**config.mk**
```make
export PLATFORM = sky130hd
export DESIGN_NAME = burst_addr_gen
export DESIGN_NICKNAME = d
export VERILOG_FILES = /design/src/rtl/burst_pkg.sv /design/src/rtl/burst_start_reg.sv /design/src/rtl/burst_beat_ctr.sv /design/src/rtl/burst_order_map.sv /design/src/rtl/burst_addr_gen.sv
export SDC_FILE = /design/constraint.sdc
export NUM_CORES = 1
export LEC_CHECK = 0
export ABC_CLOCK_PERIOD_IN_PS = 4700
export BUFFER_PORTS_ARGS = -buffer_cell sky130_fd_sc_hd__buf_2
export CORE_UTILIZATION = 40
export CTS_BUF_LIST = sky130_fd_sc_hd__clkbuf_8
export DETAILED_ROUTE_END_ITERATION = 16
export HOLD_SLACK_MARGIN = 0.02
export SLEW_MARGIN = 20
export SYNTH_ARGS = -nofsm -noshare
export SYNTH_HDL_FRONTEND = slang
export SYNTH_HIERARCHICAL = 1
export SYNTH_SLANG_ARGS = --single-unit
export TNS_END_PERCENT = 10
```
**constraint.sdc**
```tcl
create_clock -name clk -period 4.7 [get_ports clk]
set_clock_uncertainty 0.15 [all_clocks]
set_input_delay 0.47 -clock clk [delete_from_list [all_inputs] [get_ports clk]]
set_output_delay 0.47 -clock clk [all_outputs]
set_load 0.01 [all_outputs]
```
**src/rtl/burst_pkg.sv**
```systemverilog
package burst_pkg;
  // Width of the beat counter; four beats per burst
  localparam int unsigned BEAT_W = 2;

  typedef enum logic {
    ORD_LINEAR = 1'b0,
    ORD_XOR    = 1'b1
  } order_e;
endpackage

```
**src/rtl/burst_start_reg.sv**
```systemverilog
module burst_start_reg #(
  parameter int unsigned ADDR_W = 20
) (
  input  logic              clk,
  input  logic              rst,
  input  logic              load_en,
  input  logic [ADDR_W-1:0] load_addr,
  output logic [ADDR_W-1:0] start_q
);
  always_ff @(posedge clk) begin
    if (rst) start_q <= '0;
    else if (load_en) start_q <= load_addr;
  end


  start_load_chk: assert property (@(posedge clk) disable iff (rst)
    load_en |=> start_q == $past(load_addr));


  start_hold_chk: assert property (@(posedge clk) disable iff (rst)
    !load_en |=> $stable(start_q));
endmodule

```
**src/rtl/burst_beat_ctr.sv**
```systemverilog
module burst_beat_ctr #(
  parameter int unsigned BEAT_W = 2
) (
  input  logic              clk,
  input  logic              rst,
  input  logic              clr,
  input  logic              inc,
  output logic [BEAT_W-1:0] beat_q,
  output logic [BEAT_W-1:0] beat_nxt
);
  always_comb begin
    if (clr)      beat_nxt = '0;
    else if (inc) beat_nxt = beat_q + 1'b1;
    else          beat_nxt = beat_q;
  end

  always_ff @(posedge clk) begin
    if (rst) beat_q <= '0;
    else     beat_q <= beat_nxt;
  end


  beat_step_chk: assert property (@(posedge clk) disable iff (rst)
    (inc && !clr) |=> beat_q == BEAT_W'($past(beat_q) + 1'b1));


  beat_clear_chk: assert property (@(posedge clk) disable iff (rst)
    clr |=> beat_q == '0);


  beat_hold_chk: assert property (@(posedge clk) disable iff (rst)
    (!clr && !inc) |=> $stable(beat_q));
endmodule

```
**src/rtl/burst_order_map.sv**
```systemverilog
module burst_order_map
  import burst_pkg::*;
#(
  parameter int unsigned BEAT_W = 2
) (
  input  order_e            order,
  input  logic [BEAT_W-1:0] start_lo,
  input  logic [BEAT_W-1:0] beat,
  output logic [BEAT_W-1:0] addr_lo
);
  logic [BEAT_W-1:0] lin_lo;
  logic [BEAT_W-1:0] xor_lo;

  assign lin_lo = start_lo + beat;

  for (genvar b = 0; b < BEAT_W; b++) begin : g_xor_bit
    assign xor_lo[b] = start_lo[b] ^ beat[b];
  end

  assign addr_lo = (order == ORD_XOR) ? xor_lo : lin_lo;

  // beat zero maps to the start in either order
  always_comb begin
    if (beat == '0) begin
      beat_zero_chk: assert (addr_lo == start_lo);
    end
  end
endmodule

```
**src/rtl/burst_addr_gen.sv**
```systemverilog
module burst_addr_gen
  import burst_pkg::*;
#(
  parameter int unsigned ADDR_W = 20
) (
  input  logic              clk,
  input  logic              rst,
  input  logic              cmd_valid,
  input  logic              step,
  input  logic              order_sel,
  input  logic [ADDR_W-1:0] ext_addr,
  output logic              acc_valid,
  output logic [ADDR_W-1:0] acc_addr
);
  localparam int unsigned HI_W = ADDR_W - BEAT_W;

  logic              load_en;
  logic              adv_en;
  logic [ADDR_W-1:0] start_q;
  logic [BEAT_W-1:0] beat_q;
  logic [BEAT_W-1:0] beat_nxt;
  logic [BEAT_W-1:0] gen_lo;
  logic [ADDR_W-1:0] gen_addr;
  order_e            order;

  assign load_en = cmd_valid && !step;
  assign adv_en  = cmd_valid && step;
  assign order   = order_e'(order_sel);

  burst_start_reg #(.ADDR_W(ADDR_W)) u_start (
    .clk      (clk),
    .rst      (rst),
    .load_en  (load_en),
    .load_addr(ext_addr),
    .start_q  (start_q)
  );

  burst_beat_ctr #(.BEAT_W(BEAT_W)) u_beat (
    .clk     (clk),
    .rst     (rst),
    .clr     (load_en),
    .inc     (adv_en),
    .beat_q  (beat_q),
    .beat_nxt(beat_nxt)
  );

  burst_order_map #(.BEAT_W(BEAT_W)) u_map (
    .order   (order),
    .start_lo(start_q[BEAT_W-1:0]),
    .beat    (beat_nxt),
    .addr_lo (gen_lo)
  );

  assign gen_addr = {start_q[ADDR_W-1:BEAT_W], gen_lo};

  always_ff @(posedge clk) begin
    if (rst) begin
      acc_valid <= 1'b0;
      acc_addr  <= '0;
    end else begin
      acc_valid <= cmd_valid;
      if (load_en)     acc_addr <= ext_addr;
      else if (adv_en) acc_addr <= gen_addr;
    end
  end


  valid_follow_chk: assert property (@(posedge clk) disable iff (rst)
    cmd_valid |=> acc_valid);


  valid_quiet_chk: assert property (@(posedge clk) disable iff (rst)
    !cmd_valid |=> !acc_valid);


  load_pass_chk: assert property (@(posedge clk) disable iff (rst)
    load_en |=> acc_addr == $past(ext_addr));


  upper_hold_chk: assert property (@(posedge clk) disable iff (rst)
    adv_en |=> acc_addr[ADDR_W-1:BEAT_W] == $past(acc_addr[ADDR_W-1:BEAT_W]));


  addr_idle_chk: assert property (@(posedge clk) disable iff (rst)
    !cmd_valid |=> $stable(acc_addr));

  initial begin
    // the address must hold bits above the beat field
    width_ok_chk: assert (HI_W >= 1);
  end
endmodule

```
==> impl_metrics.yaml, run 1 <==
clock_network:
  post_cts_buffers: 0
  cts_root_buffer: "clkbuf_8"
  tritoncts: "done"
  cts.path.max_buffers: 2
  numCtsBuffers: 5
  clk_latency_ns: 0.29
  path_clk_slew_ns: 0.07
  hold_buffers: 0
  htreeDepth: 2
  clock-sinks: 43
  cts_resized: 0
synthesis:
  yosys_warnings: 6
  yosys_most_used_dff: "dfxtp_1"
  syn_inst: 171
  yosys-top-cells-count: "dfxtp_1 (43), nor2_1 (41), mux2i_1 (40), a211oi_1 (20), buf_2 (5)"
  synth_area_per_cell_sq_um: 10.43
  ys_ff_latch: 43
  synth_cell_types: 17
  synth.top_cell.area_share_pct: 48.28
  synthTopCellsByArea: "dfxtp_1 (48%), mux2i_1 (22%), nor2_1 (8.6%)"
  synthArstFlopShare_pct: 0
  synth_nets: 197
  yosysSeqAreaShare_pct: 48.28
  synth_edf_count: 0
  yosysMostFrequentCell: "dfxtp_1"
  synth_area_leader_cell: "dfxtp_1"
  synthesis.area_sq_um: 1783
layout:
  utilization_pct: 49.88
  area_delta_synth_final_pct: 15.93
  drive_gt1_share_pct: 26.07
  num_antenna_cells: 0
  nNetsFinal: 236
  multi_input_area_sq_um: 810.8
  seqCellArea_sq_um: 860.8
  n_fill_cell: 405
floorplan:
  die_h_microns: 68.77
  core_sq_um: 4144
  die_w_microns: 68.77
  num_rows: 23
  num_io_pins: 46
  start_util_pct: 43.03
  die_area_sq_um: 4729
critical_path:
  cp-start-kind: "primary input"
  cp.arrival_ns: 2.35
  end_kind: "flop"
  worst-path-max-fanout: 43
  rr_worst_depth: 7
  path_class: "primary input to flop"
  worstPathRequired_ns: 4.75
drt:
  vias: 1328
  ant_nets: 0
  drt_first_pass_iters: 4
  wl_per_cell_microns: 13.29
  drtIter0Drc: 33
  drc: 0
  vias_per_cell: 5.088
  finalWirelength_microns: 3469
run:
  drv_cap: 0
pwr:
  p_leak_nw: 0.9358
  p_comb_share_pct: 13.0
  clkPwrFrac_pct: 33.4
  p_int_uw: 561.0
  swShare_pct: 24.05
  switchingPower_uw: 177.6
  ir_drop_mv: 0.1413
  p_per_area_nw_per_um2: 357.3
  p_seq_share_pct: 53.6
sta:
  max_freq_mhz: 435.7
  max_slew.worst_pin.slew_ns: 0.7894
  post-route-period-util_pct: 48.83
  maxSlewHeadroom_pct: 47.37
  rsz0062_at_grt: "false"
  setup_viol: 0
  final_hold_viol_count: 0
  slew_viol_final: 0
  fin_crit_ns: 2.295
  fin_tns_setup_ns: 0
global_route:
  gr-total-overflow: 0
  antenna_found_initial: 0
  grtUsageTotal_pct: 16.09
  grt_max_degree: 44
  grt_pass1_vias: 1282
  grt_pass1_wl_microns: 5499
place:
  hpwlAfterDp_microns: 2282
  gp_congestion: 0.6313
  io_buffers: 45
status:
  outcome: "finished clean"
hold_path:
  hold_depth: 3
  holdCritPathClass: "primary input to flop"
[logic make-up (layout without fill, tap and decap cells)]
group | after synthesis | in the layout | synth area share (%)
compound gates | 23 | 23 | 9.964
xor+xnor | 3 | 3 | 1.474
fa+ha+maj | 1 | 1 | 0.7016
buf+inv | 14 | 54 | 6.385
flops | 43 | 43 | 48.28
mux | 40 | 40 | 22.46
simple gates | 47 | 47 | 10.74
[per-stage QoR]
| step | hold slack, ns | instances | setup slack, ns | power, mW | instance area [sq um] |
|---|---|---|---|---|---|
| after floorplan | 0.3101 | 171 | 2.513 | 0.4725 | 1783 |
| after CTS | 0.2771 | 261 | 2.409 | 0.7505 | 2067 |
| after global placement | 0.3224 | 253 | 2.210 | 0.4977 | 1967 |
| final | 0.2852 | 261 | 2.405 | 0.7386 | 2067 |
| after global routing | 0.2746 | 261 | 2.235 | 0.7818 | 2067 |
| after detailed placement | 0.3392 | 253 | 2.107 | 0.5016 | 1967 |
[sequential cells by signal (all words and copies together) (netlist names)]
name,cells
acc_addr,20
acc_valid,1
u_beat/beat_q,2
u_start/start_q,20
[worst max-delay path, cell delays in order]
cell	delay (ns)
buf_2	0.57
and2_1	0.30
xnor2_1	0.17
nor2_1	0.07
ha_1	0.17
nor2b_1	0.13
xnor2_1	0.14
mux2i_1	0.09
a211oi_1	0.23
[power by group through the flow]
stage / clock (mW) / combinational [mW] / sequential, mW
2_1_floorplan: 0 / 0.0633 / 0.409
3_3_place_gp: 0 / 0.0940 / 0.404
3_5_place_dp: 0 / 0.0969 / 0.405
4_1_cts: 0.257 / 0.0973 / 0.396
5_1_grt: 0.277 / 0.107 / 0.398
6_report: 0.247 / 0.0957 / 0.396
[final cells by class]
type | instances | area share [%]
sequential | 43 | 41.65
multi-input combinational | 114 | 39.23
timing repair buffer | 46 | 11.26
clock buffer | 7 | 4.661
tap | 50 | 3.027
clock inverter | 1 | 0.1816
[cells in the final DEF (no fill, tap or decap), types with 2 or more instances in the layout]
cell type and instances:
xnor2_1 3, dfxtp_1 43, a211oi_1 20, nor2b_1 2, mux2i_1 40, nor2_1 41, clkbuf_8 7, buf_2 45
[path summary, 6_finish.rpt]
check,slack (ns),to,start
max reg2reg,3.07,acc_addr[1]$_SDFFE_PP0P_,u_beat/beat_q[0]$_SDFF_PP0_
max,2.40,acc_addr[1]$_SDFFE_PP0P_,cmd_valid
min,0.29,u_start/start_q[14]$_SDFFE_PP0P_,ext_addr[14]
min reg2reg,0.35,acc_addr[0]$_SDFFE_PP0P_,acc_addr[0]$_SDFFE_PP0P_
[routing by layer]
layer	vias up	part of all wire [%]	global-route usage, %	wire [microns]
li1	673	-	-	-
met1	614	44	17.91	1542
met2	31	47	26.84	1619
met3	10	6.4	6.086	222
met4	0	2.5	7.908	85
met5	-	0	0	0
Power figures use the tool's default switching activity.
==> run 2: changes to the inputs <==
--- a/config.mk
+++ b/config.mk
@@ -5,12 +5,13 @@
 export SDC_FILE = /design/constraint.sdc
 export NUM_CORES = 1
 export LEC_CHECK = 0
-export ABC_CLOCK_PERIOD_IN_PS = 4700
+export ABC_CLOCK_PERIOD_IN_PS = 2100
 export BUFFER_PORTS_ARGS = -buffer_cell sky130_fd_sc_hd__buf_2
 export CORE_UTILIZATION = 40
 export CTS_BUF_LIST = sky130_fd_sc_hd__clkbuf_8
 export DETAILED_ROUTE_END_ITERATION = 16
 export HOLD_SLACK_MARGIN = 0.02
+export PLACE_DENSITY = 0.66
 export SLEW_MARGIN = 20
 export SYNTH_ARGS = -nofsm -noshare
 export SYNTH_HDL_FRONTEND = slang
==> constraint.sdc (replaced) <==
create_clock -name clk -period 2.1 [get_ports clk]
set_clock_uncertainty 0.15 [all_clocks]
set_input_delay 0.21 -clock clk [delete_from_list [all_inputs] [get_ports clk]]
set_output_delay 0.21 -clock clk [all_outputs]
set_load 0.01 [all_outputs]
==> impl_metrics.yaml, run 2 (synthesis gave the netlist of run 1 again) <==
pwr:
  clkPwrFrac_pct: 31.6
  swShare_pct: 24.49
  power_mw: 1.632
  p_comb_share_pct: 14.1
  p_leak_nw: 0.9813
  ir_drop_mv: 0.5255
  switchingPower_uw: 399.6
  p_seq_share_pct: 54.3
  p_per_area_nw_per_um2: 757.2
  p_int_mw: 1.232
layout:
  num_antenna_cells: 0
  seqCellArea_sq_um: 860.8
  fin_cells: 271
  layout_commonest_cell: "buf_2"
  final_cell_mix: "buf_2 (45), dfxtp_1 (43), nor2_1 (41)"
  reg_top3: "acc_addr (20), u_start/start_q (20), u_beat/beat_q (2)"
  area_delta_synth_final_pct: 20.84
  drive_gt1_share_pct: 27.60
  nNetsFinal: 247
  n_fill_cell: 412
  multi_input_area_sq_um: 815.8
place:
  hpwlAfterDp_microns: 2341
  dp.cells: 259
  gp_congestion: 0.6727
  io_buffers: 45
  pre_cts_slack_ns: 0.3232
sta:
  rsz0062_at_grt: "false"
  fin_crit_ns: 1.569
  post-route-period-util_pct: 74.71
  fin_tns_setup_ns: 0
  max_freq_mhz: 637.4
  setup_viol: 0
  slew_viol_final: 0
  maxSlewHeadroom_pct: 70.67
  final_hold_viol_count: 0
  layout_setup_ws_ns: 0.5311
  max_slew.worst_pin.slew_ns: 0.4400
  holdWs_ns: 0.02734
drt:
  drc: 0
  wl_per_cell_microns: 12.39
  vias: 1313
  drt_first_pass_iters: 4
  finalWirelength_microns: 3359
  drtIter0Drc: 62
  vias_per_cell: 4.845
  ant_nets: 0
hold_path:
  holdCritPathClass: "primary input to flop"
  hold_path.startpoint: "ext_addr[3]"
global_route:
  antenna_found_initial: 0
  gr-total-overflow: 0
  grt_pass1_wl_microns: 5230
  grtUsageTotal_pct: 15.30
  grt_max_degree: 44
  grt_pass1_vias: 1159
critical_path:
  reg2reg_from: "u_beat/beat_q[0]$_SDFF_PP0_"
  worstPathRequired_ns: 2.16
  worst-path-max-fanout: 3
  cp.arrival_ns: 1.63
  worstSetupStartpoint: "u_beat/beat_q[0]$_SDFF_PP0_"
  end_kind: "flop"
  cp-start-kind: "flop"
  path_class: "flop to flop"
clock_network:
  numCtsBuffers: 5
  cts_root_buffer: "clkbuf_8"
  hold_buffers: 4
  cts.path.max_buffers: 2
  clk_latency_ns: 0.28
  post_cts_buffers: 0
  htreeDepth: 2
  path_clk_slew_ns: 0.08
  tritoncts: "done"
  cts_resized: 0
  clock-sinks: 43
floorplan:
  num_rows: 23
  die_area_sq_um: 4729
  start_util_pct: 43.03
  core_sq_um: 4144
  die_w_microns: 68.77
  num_io_pins: 46
  die_h_microns: 68.77
run:
  drv_cap: 0
status:
  outcome: "finished clean"
## run 2: per-stage QoR
stage                     util [%]  instance area (sq um)
final                        51.99                   2155
after global routing         51.99                   2155
after CTS                    51.75                   2145
after detailed placement     48.67                   2017
after global placement       48.67                   2017
after floorplan                  -                   1783
## run 2: layout make-up
cell class                 instances  share of cell area, %
clock buffer                       6                  3.833
timing repair buffer              57                  15.21
tap                               50                  2.904
clock inverter                     1                 0.2323
sequential                        43                  39.95
multi-input combinational        114                  37.86
## run 2: final timing paths
check	to	slack (ns)	depth (start not counted)
worst max-delay path	acc_addr[1]$_SDFFE_PP0P_	0.53	7
worst min-delay path	u_start/start_q[3]$_SDFFE_PP0P_	0.03	3
worst max register to register	acc_addr[1]$_SDFFE_PP0P_	0.53	7
worst min register to register	u_start/start_q[9]$_SDFFE_PP0P_	0.35	2
## run 2: worst max-delay path, cell delays in order, from the launching register on
cell,delay (ns)
dfxtp_1,0.33
xnor2_1,0.22
nor2_1,0.07
ha_1,0.17
nor2b_1,0.13
xnor2_1,0.12
mux2i_1,0.08
a211oi_1,0.21
## run 2: per-layer routing
| layer | global-route usage (%) | routed length, microns | up-vias |
|---|---|---|---|
| met1 | 19.15 | 1619 | 588 |
| met5 | 0 | 0 | - |
| met4 | 5.357 | 26 | 0 |
| met2 | 24.02 | 1551 | 27 |
| li1 | - | - | 694 |
| met3 | 5.757 | 162 | 4 |
## run 2: power by group through the flow
stage	registers, mW	clock network [mW]	logic (mW)
4_1_cts	0.886	0.538	0.232
3_3_place_gp	0.903	0	0.223
2_1_floorplan	0.916	0	0.142
6_report	0.885	0.516	0.230
5_1_grt	0.891	0.577	0.254
3_5_place_dp	0.905	0	0.226
